--- config.mk ---
export PLATFORM = sky130hd
export DESIGN_NAME = uart_tx_flow
export DESIGN_NICKNAME = d
export VERILOG_FILES = /design/src/rtl/uart_tx_pkg.sv /design/src/rtl/uart_tx_hold.sv /design/src/rtl/uart_tx_shift.sv /design/src/rtl/uart_tx_rts.sv /design/src/rtl/uart_tx_flow.sv
export SDC_FILE = /design/constraint.sdc
export NUM_CORES = 1
export LEC_CHECK = 0
export CAP_MARGIN = 20
export CORE_ASPECT_RATIO = 1.2
export CORE_MARGIN = 4
export CORE_UTILIZATION = 65
export CTS_BUF_LIST = sky130_fd_sc_hd__clkbuf_8
export DETAILED_ROUTE_END_ITERATION = 7
export DONT_BUFFER_PORTS = 1
export PLACE_DENSITY = 0.83
export SLEW_MARGIN = 20
export SYNTH_ARGS = -nofsm -noshare
export SYNTH_HDL_FRONTEND = slang
export SYNTH_HIERARCHICAL = 1
export SYNTH_SLANG_ARGS = --single-unit
--- constraint.sdc ---
create_clock -name clk -period 2.9 [get_ports clk]
set_clock_uncertainty 0.1 [all_clocks]
set_input_delay 0.58 -clock clk [delete_from_list [all_inputs] [get_ports clk]]
set_output_delay 0.58 -clock clk [all_outputs]
set_load 0.01 [all_outputs]
--- src/rtl/uart_tx_pkg.sv ---
package uart_tx_pkg;

  typedef enum logic [1:0] {
    ST_IDLE  = 2'd0,
    ST_SEND  = 2'd1,
    ST_BREAK = 2'd2,
    ST_GAP   = 2'd3
  } tx_state_e;

  // number of bit periods per character: start + data + stop
  function automatic int unsigned frame_len(input int unsigned data_w);
    return data_w + 2;
  endfunction

endpackage

--- src/rtl/uart_tx_hold.sv ---
module uart_tx_hold #(
  parameter int unsigned DATA_W = 8
) (
  input  logic              clk,
  input  logic              rst_n,
  input  logic              soft_rst,
  input  logic              wr,
  input  logic [DATA_W-1:0] wr_data,
  input  logic              take,
  output logic              full,
  output logic [DATA_W-1:0] data
);

  always_ff @(posedge clk or negedge rst_n) begin
    if (!rst_n) begin
      full <= 1'b0;
      data <= '0;
    end else if (soft_rst) begin
      full <= 1'b0;
    end else if (take) begin
      full <= 1'b0;
    end else if (wr) begin
      full <= 1'b1;
      data <= wr_data;
    end
  end

endmodule

--- src/rtl/uart_tx_shift.sv ---
module uart_tx_shift
  import uart_tx_pkg::*;
#(
  parameter int unsigned DATA_W = 8
) (
  input  logic              clk,
  input  logic              rst_n,
  input  logic              soft_rst,
  input  logic              tick,
  input  logic              hold_full,
  input  logic [DATA_W-1:0] hold_data,
  input  logic              cts_ok,
  input  logic              brk_start,
  input  logic              brk_stop,
  output logic              txd,
  output logic              busy,
  output logic              idle,
  output logic              in_break,
  output logic              load
);

  localparam int unsigned FRAME = frame_len(DATA_W);
  localparam int unsigned CNT_W = $clog2(FRAME);
  localparam logic [CNT_W-1:0] LAST = CNT_W'(FRAME - 1);

  tx_state_e         state;
  logic [DATA_W-1:0] shreg;
  logic [CNT_W-1:0]  idx;
  logic              brk_pend;
  logic              txd_q;

  // line level for bit period i of a frame carrying d
  function automatic logic frame_bit(input logic [DATA_W-1:0] d,
                                     input logic [CNT_W-1:0]  i);
    logic [DATA_W-1:0] sh;
    if (i == '0) return 1'b0;
    if (i == LAST) return 1'b1;
    sh = d >> (i - 1'b1);
    return sh[0];
  endfunction

  logic at_last;
  logic slot_free;
  logic want_brk;

  assign at_last   = (state == ST_SEND) && (idx == LAST);
  assign slot_free = (state == ST_IDLE) || at_last;
  assign want_brk  = brk_pend || brk_start;
  assign load      = tick && slot_free && hold_full && cts_ok && !want_brk;

  always_ff @(posedge clk or negedge rst_n) begin
    if (!rst_n) begin
      state    <= ST_IDLE;
      shreg    <= '0;
      idx      <= '0;
      brk_pend <= 1'b0;
      txd_q    <= 1'b1;
    end else if (soft_rst) begin
      state    <= ST_IDLE;
      idx      <= '0;
      brk_pend <= 1'b0;
      txd_q    <= 1'b1;
    end else begin
      unique case (state)
        ST_IDLE: begin
          if (brk_start) begin
            state <= ST_BREAK;
            txd_q <= 1'b0;
          end else if (load) begin
            state <= ST_SEND;
            shreg <= hold_data;
            idx   <= '0;
            txd_q <= 1'b0;
          end
        end
        ST_SEND: begin
          if (brk_start)     brk_pend <= 1'b1;
          else if (brk_stop) brk_pend <= 1'b0;
          if (tick) begin
            if (idx == LAST) begin
              if (want_brk && !brk_stop) begin
                state    <= ST_BREAK;
                brk_pend <= 1'b0;
                txd_q    <= 1'b0;
              end else if (load) begin
                shreg <= hold_data;
                idx   <= '0;
                txd_q <= 1'b0;
              end else begin
                state    <= ST_IDLE;
                brk_pend <= 1'b0;
              end
            end else begin
              idx   <= idx + 1'b1;
              txd_q <= frame_bit(shreg, idx + 1'b1);
            end
          end
        end
        ST_BREAK: begin
          txd_q <= 1'b0;
          if (brk_stop) begin
            state <= ST_GAP;
            txd_q <= 1'b1;
          end
        end
        ST_GAP: begin
          txd_q <= 1'b1;
          if (tick) state <= ST_IDLE;
        end
        default: state <= ST_IDLE;
      endcase
    end
  end

  assign txd      = txd_q;
  assign busy     = (state == ST_SEND);
  assign idle     = (state == ST_IDLE);
  assign in_break = (state == ST_BREAK);

endmodule

--- src/rtl/uart_tx_rts.sv ---
module uart_tx_rts (
  input  logic clk,
  input  logic rst_n,
  input  logic tick,
  input  logic set_cmd,
  input  logic auto_en,
  input  logic enabled,
  input  logic quiet,
  output logic rts
);

  logic drop_evt;

  assign drop_evt = tick && auto_en && !enabled && quiet && rts;

  always_ff @(posedge clk or negedge rst_n) begin
    if (!rst_n)        rts <= 1'b0;
    else if (set_cmd)  rts <= 1'b1;
    else if (drop_evt) rts <= 1'b0;
  end

endmodule

--- src/rtl/uart_tx_flow.sv ---
module uart_tx_flow #(
  parameter int unsigned DATA_W = 8
) (
  input  logic              clk,
  input  logic              rst_n,
  input  logic              baud_tick,
  input  logic              wr_en,
  input  logic [DATA_W-1:0] wr_data,
  input  logic              cmd_enable,
  input  logic              cmd_disable,
  input  logic              cmd_reset,
  input  logic              cmd_brk_start,
  input  logic              cmd_brk_stop,
  input  logic              cmd_rts_set,
  input  logic              cts_gate_en,
  input  logic              auto_rts_en,
  input  logic              cts,
  output logic              txd,
  output logic              rts,
  output logic              tx_rdy,
  output logic              tx_emp
);

  logic              enabled;
  logic              hold_full;
  logic [DATA_W-1:0] hold_data;
  logic              wr_accept;
  logic              load_evt;
  logic              cts_ok;
  logic              sh_busy;
  logic              sh_idle;
  logic              sh_in_break;
  logic              line_quiet;

  always_ff @(posedge clk or negedge rst_n) begin
    if (!rst_n)           enabled <= 1'b0;
    else if (cmd_reset)   enabled <= 1'b0;
    else if (cmd_disable) enabled <= 1'b0;
    else if (cmd_enable)  enabled <= 1'b1;
  end

  assign wr_accept  = wr_en && enabled && !hold_full && !cmd_reset;
  assign cts_ok     = !cts_gate_en || cts;
  assign line_quiet = sh_idle && !hold_full;

  uart_tx_hold #(.DATA_W(DATA_W)) u_hold (
    .clk      (clk),
    .rst_n    (rst_n),
    .soft_rst (cmd_reset),
    .wr       (wr_accept),
    .wr_data  (wr_data),
    .take     (load_evt),
    .full     (hold_full),
    .data     (hold_data)
  );

  uart_tx_shift #(.DATA_W(DATA_W)) u_shift (
    .clk       (clk),
    .rst_n     (rst_n),
    .soft_rst  (cmd_reset),
    .tick      (baud_tick),
    .hold_full (hold_full),
    .hold_data (hold_data),
    .cts_ok    (cts_ok),
    .brk_start (cmd_brk_start),
    .brk_stop  (cmd_brk_stop),
    .txd       (txd),
    .busy      (sh_busy),
    .idle      (sh_idle),
    .in_break  (sh_in_break),
    .load      (load_evt)
  );

  uart_tx_rts u_rts (
    .clk     (clk),
    .rst_n   (rst_n),
    .tick    (baud_tick),
    .set_cmd (cmd_rts_set),
    .auto_en (auto_rts_en),
    .enabled (enabled),
    .quiet   (line_quiet),
    .rts     (rts)
  );

  assign tx_rdy = !hold_full;
  assign tx_emp = !hold_full && !sh_busy;

endmodule

==> impl_metrics.toml <==
[synth]
syn_area_sq_um = 1660
ys_seq_area_share_pct = 40.8
ys_types = 51
avgSynthCellArea_sq_um = 10.9
yosysWarnings = 6
yosys.area.top_type_share_pct = 39.2
syn_inst = 152
async_flop_share_pct = 100
synth.ff_latch_count = 27
synth-edff-count = 0
synthTopCellsByArea = "dfrtp_1 (39%), mux2_4 (7.2%), mux2_2 (5.4%)"
synth_largest_area_cell = "dfrtp_1"
synth_ff_type = "dfrtp_1"
syn_nets = 177

[floorplan]
die_area_sq_um = 3430
num_rows = 19
dieHeight_um = 63.3
die_w_um = 54.1
start_util_pct = 70.5
ios = 25
core_region_area_sq_um = 2350

[cts]
cts-buffers-inserted = 3
htreeDepth = 1
clock-sinks = 27
cts.path.max_buffers = 2
clk_pin_slew_ns = 0.09
clock_latency_ns = 0.27
cts_tree = "built"
post-cts-setup-buffers = 0
root_buffer = "clkbuf_8"

[placement]
io_buffers = 0
dp_hpwl_um = 2430
gp_congestion = 0.938
dpl_cell_area_sq_um = 1660

[setup_path]
start_kind = "register"
critPathKind = "register to register"
cp_cell_sequence = "inv_1 -> ha_1 -> mux4_1 -> mux2i_1 -> nor3_1 -> a211o_1"
crit_buf_inv = 1
critPathMaxStageDelay_ns = 0.59
critPathSlowestCell = "mux4_1"
crit_family = "multiplexers"
cp_max_fo = 11
endpoint_kind = "register"
worstPathRequired_ns = 3.00
reg2reg_depth = 6
cp_num_cells = 6
crit_arrival_ns = 2.50

[cells_and_area]
fill_cells = 156
design_area_sq_um = 1720
multiInputGateArea_sq_um = 906
insertedDiodeCount = 0
mostFrequentLayoutCell = "dfrtp_1"
layout_common_cells = "dfrtp_1 (26), nor2_1 (11), mux2_2 (8), mux2_4 (8)"
seqCellArea_sq_um = 677
drive_gt1_share_pct = 21.9
synthToLayoutAreaGrowth_pct = 3.77
final_nets = 177

[power]
max-vdd-ir-drop_uv = 452
power.leakage_nw = 0.788
powerDensity_nw_per_um2 = 435

[route]
wl_per_cell_um = 18.3
drcViolationCount = 0
drtPass1Iterations = 4
vias = 1150
avgViaCountPerCell = 6.32
drtAntennaViolNets = 0
wirelength_um = 3340
drtIter0Drc = 15

[timing]
fin_setup_tns_ns = 0
hold_viol = 0
min_period_over_period_pct = 82.7
drv_slew = 0
fmax_ghz = 0.417
max-slew-margin-rel_pct = 73.2
setup_viol = 0
fin_crit_ns = 2.40
grt_setup_unrepaired = "false"
tightest_slew_ns = 0.401

[outcome]
status = "finished clean"

[flow_run]
cap_violations = 0

[grt]
grt_pass1_vias = 1244
grt_max_degree = 27
overflow = 0
grt_use_total_pct = 22.7
grt_pass1_wl_um = 5780
antenna_found_initial = 0

[min_path]
hold_path.class = "primary input to asynchronous set/reset pin"
[final timing paths]
| kind | start | to | slack, ns |
|---|---|---|---|
| worst max-delay path | u_shift/idx[0] | u_shift/txd | 0.50 |
| worst min-delay path | rst_n | u_shift/idx[2] | 0.01 |
| worst max register to register | u_shift/idx[0] | u_shift/txd | 0.50 |
| worst min register to register | u_shift/shreg[2] | u_shift/shreg[2] | 0.41 |
| max in group asynchronous | rst_n | u_shift/idx[0] | 2.54 |
| min in group clk | cmd_reset | u_shift/state[1] | 0.27 |
[sequential cells by signal (all words and copies together), names as in the netlist]
signal	count
u_shift/brk_pend	1
u_hold/data	8
u_shift/idx	4
u_rts/rts	1
u_shift/state	2
u_shift/txd	1
u_shift/shreg	8
enabled	1
u_hold/full	1
[routing by layer]
layer	vias up	wire length [um]	part of all wire, %	GRT usage [%]
met2	31	1800	54	36.5
met4	0	38	1.1	8.72
met3	4	136	4.1	3.77
li1	549	-	-	-
met5	-	0	0	0
met1	566	1360	41	29.6
[synth_stat cells (all sizes together) (3+ instances only)]
cell type,instances
o21ai,8
a21oi,7
mux2,16
nor2b,4
nor3,8
nor2,14
ha,4
nand2b,7
nand3,4
nand2,5
buf,4
inv,9
xnor2,3
dfrtp,26
[power breakdown]
part	switching [W]	total, W	internal, W
clock	0.000112	0.000208	0.0000961
combinational	0.0000482	0.0000994	0.0000513
sequential	0.0000311	0.000441	0.000410
total	0.000191	0.000749	0.000558
[final cells by class]
class                           count  share of cell area [%]
Tap cell                           31                    2.25
Timing Repair Buffer                1                    1.16
Sequential cell                    27                    39.3
Clock inverter                      1                   0.291
Clock buffer                        3                    2.40
Multi-Input combinational cell    110                    52.6
Inverter                            9                    1.96
[repair_timing]
| item | CTS | global route |
|---|---|---|
| gates resized for setup | 0 | 0 |
| endpoints found under the hold margin | 26 | 0 |
| hold buffers | 1 | 0 |
[metrics by stage]
stage | util (%) | instances | total power, W | hold WS [ns] | setup slack, ns
CTS | 73.2 | 182 | 0.000754 | 0.0126 | 0.505
floorplan | - | 152 | 0.000519 | 0.184 | 0.779
finish | 73.2 | 182 | 0.000749 | 0.0135 | 0.503
detailed placement | 70.3 | 177 | 0.000537 | 0.185 | 0.508
global placement | 70.3 | 177 | 0.000527 | 0.185 | 0.521
global route | 73.2 | 182 | 0.000786 | 0.00986 | 0.379
[kinds of logic after synthesis]
logic type      Yosys count  synth area share [%]
xor+xnor                  4                  2.11
mux                      19                  16.4
simple gates             53                  20.6
fa+ha+maj                 4                  3.02
compound gates           30                  12.4
flops                    27                  40.8
buf+inv                  15                  4.60
Note: power is estimated with default switching activity, not from simulation.
